[src/rtl/sacc_pkg.sv]
package sacc_pkg;

  typedef enum logic {
    ST_IDLE = 1'b0,
    ST_RUN  = 1'b1
  } sacc_state_e;

  // Number of guard bits needed for a maximum element count
  function automatic int guard_bits(input int max_count);
    return (max_count <= 1) ? 0 : $clog2(max_count);
  endfunction

endpackage

[src/rtl/sacc_ctl.sv]
module sacc_ctl
  import sacc_pkg::*;
#(
  parameter int N     = 16,
  parameter int CNT_W = $clog2(N + 1)
) (
  input  logic             clk,
  input  logic             rst_n,
  input  logic             start_i,
  input  logic             in_valid_i,
  input  logic             in_last_i,
  input  logic             flush_i,
  output logic             take_o,
  output logic             drop_o,
  output logic             end_o,
  output logic             err_o,
  output logic [CNT_W-1:0] cnt_o
);

  localparam logic [CNT_W-1:0] CNT_MAX = CNT_W'(N);

  sacc_state_e      st_q;
  logic [CNT_W-1:0] cnt_q;
  logic             err_q;
  logic             room;

  assign room   = (cnt_q < CNT_MAX);
  assign take_o = (st_q == ST_RUN) && !start_i && in_valid_i && room;
  assign drop_o = (st_q == ST_RUN) && !start_i && in_valid_i && !room;
  assign end_o  = (st_q == ST_RUN) && !start_i &&
                  ((take_o && in_last_i) || flush_i);

  always_ff @(posedge clk or negedge rst_n) begin
    if (!rst_n) begin
      st_q  <= ST_IDLE;
      cnt_q <= '0;
      err_q <= 1'b0;
    end else if (start_i) begin
      st_q  <= ST_RUN;
      cnt_q <= '0;
      err_q <= 1'b0;
    end else begin
      if (take_o) cnt_q <= cnt_q + 1'b1;
      if (drop_o) err_q <= 1'b1;
      if (end_o)  st_q  <= ST_IDLE;
    end
  end

  assign err_o = err_q;
  assign cnt_o = cnt_q;

endmodule

[src/rtl/sacc_acc.sv]
module sacc_acc #(
  parameter int W     = 8,
  parameter int ACC_W = 12
) (
  input  logic             clk,
  input  logic             rst_n,
  input  logic             clr_i,
  input  logic             add_i,
  input  logic [W-1:0]     data_i,
  output logic [ACC_W-1:0] total_o
);

  logic [ACC_W-1:0] acc_q;

  // Sign extension of one word to accumulator width
  function automatic logic [ACC_W-1:0] widen(input logic [W-1:0] d);
    logic signed [ACC_W-1:0] r;
    r = $signed(d);
    return r;
  endfunction

  // Total including the word taken this cycle
  assign total_o = acc_q + (add_i ? widen(data_i) : '0);

  always_ff @(posedge clk or negedge rst_n) begin
    if (!rst_n)     acc_q <= '0;
    else if (clr_i) acc_q <= '0;
    else if (add_i) acc_q <= total_o;
  end

endmodule

[src/rtl/sacc_fit.sv]
module sacc_fit #(
  parameter int W     = 8,
  parameter int ACC_W = 12
) (
  input  logic [ACC_W-1:0] total_i,
  output logic             fits_o,
  output logic [W-1:0]     low_o
);

  assign low_o = total_i[W-1:0];

  generate
    if (ACC_W == W) begin : g_noguard
      assign fits_o = 1'b1;
    end else begin : g_guard
      // In range when all bits from W-1 upward copy the sign
      logic [ACC_W-W:0] top;
      assign top    = total_i[ACC_W-1:W-1];
      assign fits_o = (top == '0) || (top == '1);
    end
  endgenerate

endmodule

[src/rtl/sum_guard_acc.sv]
module sum_guard_acc
  import sacc_pkg::*;
#(
  parameter int W = 8,
  parameter int N = 16
) (
  input  logic         clk,
  input  logic         rst_n,
  input  logic         start_i,
  input  logic         in_valid_i,
  input  logic [W-1:0] in_data_i,
  input  logic         in_last_i,
  input  logic         flush_i,
  output logic         done_o,
  output logic [W-1:0] sum_o,
  output logic         ovf_o,
  output logic         err_o
);

  localparam int ACC_W = W + guard_bits(N);
  localparam int CNT_W = $clog2(N + 1);

  logic             take_w;
  logic             drop_w;
  logic             end_w;
  logic [CNT_W-1:0] cnt_w;
  logic [ACC_W-1:0] total_w;
  logic             fits_w;
  logic [W-1:0]     low_w;

  logic             done_q;
  logic [W-1:0]     sum_q;
  logic             ovf_q;

  sacc_ctl #(.N(N), .CNT_W(CNT_W)) u_ctl (
    .clk       (clk),
    .rst_n     (rst_n),
    .start_i   (start_i),
    .in_valid_i(in_valid_i),
    .in_last_i (in_last_i),
    .flush_i   (flush_i),
    .take_o    (take_w),
    .drop_o    (drop_w),
    .end_o     (end_w),
    .err_o     (err_o),
    .cnt_o     (cnt_w)
  );

  sacc_acc #(.W(W), .ACC_W(ACC_W)) u_acc (
    .clk    (clk),
    .rst_n  (rst_n),
    .clr_i  (start_i),
    .add_i  (take_w),
    .data_i (in_data_i),
    .total_o(total_w)
  );

  sacc_fit #(.W(W), .ACC_W(ACC_W)) u_fit (
    .total_i(total_w),
    .fits_o (fits_w),
    .low_o  (low_w)
  );

  always_ff @(posedge clk or negedge rst_n) begin
    if (!rst_n) begin
      done_q <= 1'b0;
      sum_q  <= '0;
      ovf_q  <= 1'b0;
    end else if (start_i) begin
      done_q <= 1'b0;
      sum_q  <= '0;
      ovf_q  <= 1'b0;
    end else if (end_w) begin
      done_q <= 1'b1;
      sum_q  <= fits_w ? low_w : '0;
      ovf_q  <= !fits_w;
    end else begin
      done_q <= 1'b0;
    end
  end

  assign done_o = done_q;
  assign sum_o  = sum_q;
  assign ovf_o  = ovf_q;

endmodule

[config.mk]
export PLATFORM = sky130hd
export DESIGN_NAME = sum_guard_acc
export DESIGN_NICKNAME = d
export VERILOG_FILES = /design/src/rtl/sacc_pkg.sv /design/src/rtl/sacc_ctl.sv /design/src/rtl/sacc_acc.sv /design/src/rtl/sacc_fit.sv /design/src/rtl/sum_guard_acc.sv
export SDC_FILE = /design/constraint.sdc
export NUM_CORES = 1
export LEC_CHECK = 0
export ABC_CLOCK_PERIOD_IN_PS = 8900
export BUFFER_PORTS_ARGS = -buffer_cell sky130_fd_sc_hd__buf_2
export CORE_AREA = 3 3 66 68
export CTS_CLUSTER_DIAMETER = 120
export DETAILED_ROUTE_END_ITERATION = 10
export DIE_AREA = 0 0 69 71
export PLACE_DENSITY_LB_ADDON = 0.15
export REMOVE_ABC_BUFFERS = 1
export SKIP_CTS_REPAIR_TIMING = 1
export SLEW_MARGIN = 30
export SYNTH_ARGS = -nofsm -noshare
export SYNTH_HDL_FRONTEND = slang
export SYNTH_SLANG_ARGS = --single-unit
[constraint.sdc]
create_clock -name clk -period 8.9 [get_ports clk]
set_input_delay 0.89 -clock clk [delete_from_list [all_inputs] [get_ports clk]]
set_output_delay 0.89 -clock clk [all_outputs]
set_load 0.1 [all_outputs]
==> tab_implementation.tex <==
\begin{tabular}{lr}
\hline
Metric & Value \\
\hline
\multicolumn{2}{l}{\textbf{GRT}} \\
\quad Wire length of the first global-routing pass & 7231 um \\
\quad Maximum number of pins on one net before global-route repair & 30 \\
\quad Gr ovfl total & 0 \\
\quad Via count of the first global-routing pass & 1518 \\
\quad Global-route usage over all layers & 0.1809 \\
\quad Initial antenna violation count & 0 \\
\multicolumn{2}{l}{\textbf{Timing}} \\
\quad Count of final setup violators & 0 \\
\quad Min Clock Period, post-route & 4155 ps \\
\quad Worst-case clock skew & 10.49 ps \\
\quad RSZ-0062 raised after global routing & false \\
\quad Setup Total Neg Slack & 0 ps \\
\quad Share of the clock period used by the worst path after layout & 0.4668 \\
\quad Number of hold-slack violations in the final timing report & 0 \\
\quad Least-Margin Pin Slew & 703.7 ps \\
\quad Final number of max-transition violations & 0 \\
\quad Worst-case headroom to the max-slew limit & 0.5309 \\
\quad Highest achievable clock rate & 240.7 MHz \\
\multicolumn{2}{l}{\textbf{Floorplanning}} \\
\quad Floorplan die height & 71 um \\
\quad Placeable Area & 3914 um\^{}2 \\
\quad Die boundary width & 69 um \\
\quad FP Rows & 23 \\
\quad Number of top-level design ports & 25 \\
\quad Initial core utilization & 0.4776 \\
\quad Die Footprint & 4899 um\^{}2 \\
\multicolumn{2}{l}{\textbf{Yosys}} \\
\quad Primary flip-flop cell chosen by synthesis mapping & dfrtp\_1 \\
\quad Number of instances in the synthesized netlist & 208 \\
\quad Post-Synthesis Cell Area & 1869 um\^{}2 \\
\quad Number of unique standard cell types used by synthesis & 46 \\
\quad Dominant combinational cell family by area after synthesis & simple AND/OR/NAND/NOR gates \\
\quad Post-Synth Simple-Gate Area & 0.2403 \\
\quad Leading area contributor after synthesis & dfrtp\_1 \\
\quad Synth async-reset ratio & 1.000 \\
\quad Number of flip-flops and latches in the synthesized netlist & 29 \\
\quad Mean area per synthesized cell & 8.987 um\^{}2 \\
\quad Dominant cell by count in the synthesized netlist & dfrtp\_1 \\
\quad Synthesized-area fraction occupied by xor and xnor cells & 0.05556 \\
\quad Area share of fa/ha/maj cells after synthesis & 0.09103 \\
\quad Synth top area share & 0.3882 \\
\quad Portion of netlist area occupied by mux cells & 0.01272 \\
\quad Synth Warn \# & 0 \\
\quad Fraction of the yosys area taken by sequential cells & 0.3882 \\
\quad Compound-Gate Fraction of Synth Area & 0.1854 \\
\quad Most frequent cells after synthesis & dfrtp\_1, nand2\_1, o21ai\_0, nor2\_1 \\
\quad Number of enable flip-flop cells after synthesis & 0 \\
\quad Ranking of synthesized cells by area & dfrtp\_1, ha\_1, nand2\_1, o21ai\_0, nor2\_1 \\
\multicolumn{2}{l}{\textbf{CTS}} \\
\quad CTS Sinks & 29 \\
\quad Clock transition at the registers of the reported paths & 70 ps \\
\quad Clock root buffer master & clkbuf\_8 \\
\quad CTS Buf Count & 5 \\
\quad Clk buf depth & 2 \\
\quad CTS tree & yes \\
\quad Clk Latency, worst-skew pair & 290 ps \\
\quad Deepest level of the CTS H-tree & 2 \\
\multicolumn{2}{l}{\textbf{Worst setup path}} \\
\quad Critical Path AT & 4360 ps \\
\quad Critical path's top delay family & simple AND/OR/NAND/NOR gates \\
\quad Crit path buf inv count & 1 \\
\quad Worst Setup End Kind & register \\
\quad Reg-to-reg setup timing slack & 5160 ps \\
\quad Largest stage delay on the critical path & 470 ps \\
\quad Worst EP required & 9100 ps \\
\quad Cell with the most instances on the worst path & o21ai\_0 \\
\quad Type of origin of the critical path & primary input \\
\quad Highest-delay cell along the critical path & and3b\_1 \\
\quad Critical Path, Cell by Cell & buf\_2 -> and3b\_1 -> and2\_1 -> ha\_1 -> fa\_1 -> a211oi\_1 -> o21ai\_0 -> a311o\_1 -> xnor2\_2 -> nor4\_2 -> or3b\_1 -> o21ai\_0 \\
\quad CP max FO & 26 \\
\quad Classification of the worst setup path & primary input to register \\
\multicolumn{2}{l}{\textbf{Route}} \\
\quad Initial DRT Pass Iterations & 4 \\
\quad Vias/cell & 5.454 \\
\quad Starting DRT DRC Count & 86 \\
\quad Number of vias in the routed layout & 1549 \\
\quad DR DRC count & 0 \\
\quad Post-detailed-routing wire length & 4036 um \\
\quad Routed wire length per instance & 14.21 um \\
\quad Post-route ant nets & 0 \\
\multicolumn{2}{l}{\textbf{Finish}} \\
\quad Seq. cell area & 725.7 um\^{}2 \\
\quad Final core occ & 0.5499 \\
\quad Signed area change from the synthesized netlist to the final layout & 15.13\% \\
\quad Number of nets in the layout & 260 \\
\quad Share of cells above drive strength 1 & 0.1795 \\
\quad Total of fill cells in the finished design & 373 \\
\quad Multi-input logic area & 1094 um\^{}2 \\
\quad Antenna fix cells & 0 \\
\multicolumn{2}{l}{\textbf{Placement}} \\
\quad Global placer's final weighted congestion & 0.8198 \\
\quad Number of port buffers & 24 \\
\quad HPWL after detailed placement & 2926 um \\
\multicolumn{2}{l}{\textbf{Power and ir drop}} \\
\quad IR Drop Worst-Case VDD & 101.1 uV \\
\quad Leak pwr & 1.011 nW \\
\quad Pwr per Cell Area & 158.3 nW/um\^{}2 \\
\multicolumn{2}{l}{\textbf{Worst hold path}} \\
\quad Type of the most critical hold path & register to register \\
\multicolumn{2}{l}{\textbf{Run}} \\
\quad \# Max-Cap Violations & 0 \\
\multicolumn{2}{l}{\textbf{Status}} \\
\quad Run status & completed \\
\hline
\end{tabular}
-- through the flow --
step / instances / instance area (um^2) / hold WS (ps) / power [mW] / setup slack [ps]
after floorplan: 201 / 1842 / 483.8 / 0.1795 / 5157
after global placement: 276 / 2032 / 458.3 / 0.1965 / 4439
after detailed placement: 276 / 2032 / 465.7 / 0.1963 / 4461
after CTS: 284 / 2152 / 481.8 / 0.3446 / 4759
after global routing: 284 / 2152 / 514.0 / 0.3566 / 4423
final: 284 / 2152 / 472.7 / 0.3407 / 4745
-- sequential cells by signal, summed over array words and instances (netlist names) --
name / flops
done_o: 1
u_ctl.err_o: 1
sum_o: 8
ovf_o: 1
u_ctl.cnt_o: 5
u_ctl.st_q: 1
u_acc.acc_q: 12
-- final cells by class --
type	count	share of cell area
Tap cell	50	0.02907
Inverter	6	0.01047
Clock inverter	2	0.01744
Multi-Input combinational cell	166	0.5081
Timing Repair Buffer	25	0.05930
Sequential cell	29	0.3372
Clock buffer	6	0.03837
-- kinds of logic (layout without fill, tap and decap cells) --
group / count (synthesis) / after routing
AOI/OAI and AO/OA: 55 / 55
buffers and inverters: 13 / 39
adders and majority gates: 13 / 13
DFF: 29 / 29
xor gates and xnor gates: 11 / 11
and+or+nand+nor: 85 / 85
muxes: 2 / 2
-- cells in the final DEF, fill, tap and decap left out, types with 2 or more instances in the layout --
| cell type | netlist | layout |
|---|---|---|
| and2_1 | 8 | 8 |
| a21oi_1 | 12 | 12 |
| nor2b_1 | 3 | 3 |
| o21ai_1 | 2 | 2 |
| dfrtp_1 | 29 | 29 |
| nor3b_1 | 2 | 2 |
| clkbuf_8 | 0 | 6 |
| xnor2_1 | 5 | 5 |
| inv_1 | 6 | 6 |
| nand3_1 | 2 | 2 |
| buf_2 | 1 | 24 |
| o21ai_0 | 20 | 20 |
| nand2b_1 | 4 | 4 |
| a21o_1 | 3 | 3 |
| xor2_1 | 5 | 5 |
| nand2_1 | 28 | 28 |
| ha_1 | 12 | 12 |
| a211oi_1 | 5 | 5 |
| nor2_1 | 19 | 19 |
| nand3b_1 | 8 | 8 |
| a31oi_1 | 3 | 3 |
-- final timing paths --
path / startpoint / end / cells past startpoint
max in group asynchronous: rst_n / u_ctl.cnt_o[1] / 1
max: start_i / sum_o[7] / 12
max reg2reg: u_ctl.cnt_o[4] / sum_o[7] / 11
min in group asynchronous: rst_n / sum_o[0] / 1
min: sum_o[2] / sum_o[2] / 2
min reg2reg: sum_o[2] / sum_o[2] / 2
-- layer usage --
layer / global-route usage / vias to the layer above / part of all wire
met1: 0.2384 / 738 / 0.49
met4: 0.04555 / 0 / 0.013
li1: - / 784 / -
met2: 0.2934 / 19 / 0.47
met3: 0.05256 / 8 / 0.031
met5: 0 / - / 0
-- power breakdown --
part,switching (mW),total [mW],internal [mW],leakage (nW)
clock network,0.0565,0.148,0.0910,0.0574
registers,0.00273,0.139,0.136,0.398
logic,0.0384,0.0544,0.0160,0.556
total,0.0977,0.341,0.243,1.01
-- worst min-delay path, delay by kind of cell (launching register included) --
family,cells,cell delay (ps)
compound gates,1,50
simple gates,1,40
flops,1,340
Note: power is estimated with default switching activity, not from simulation.
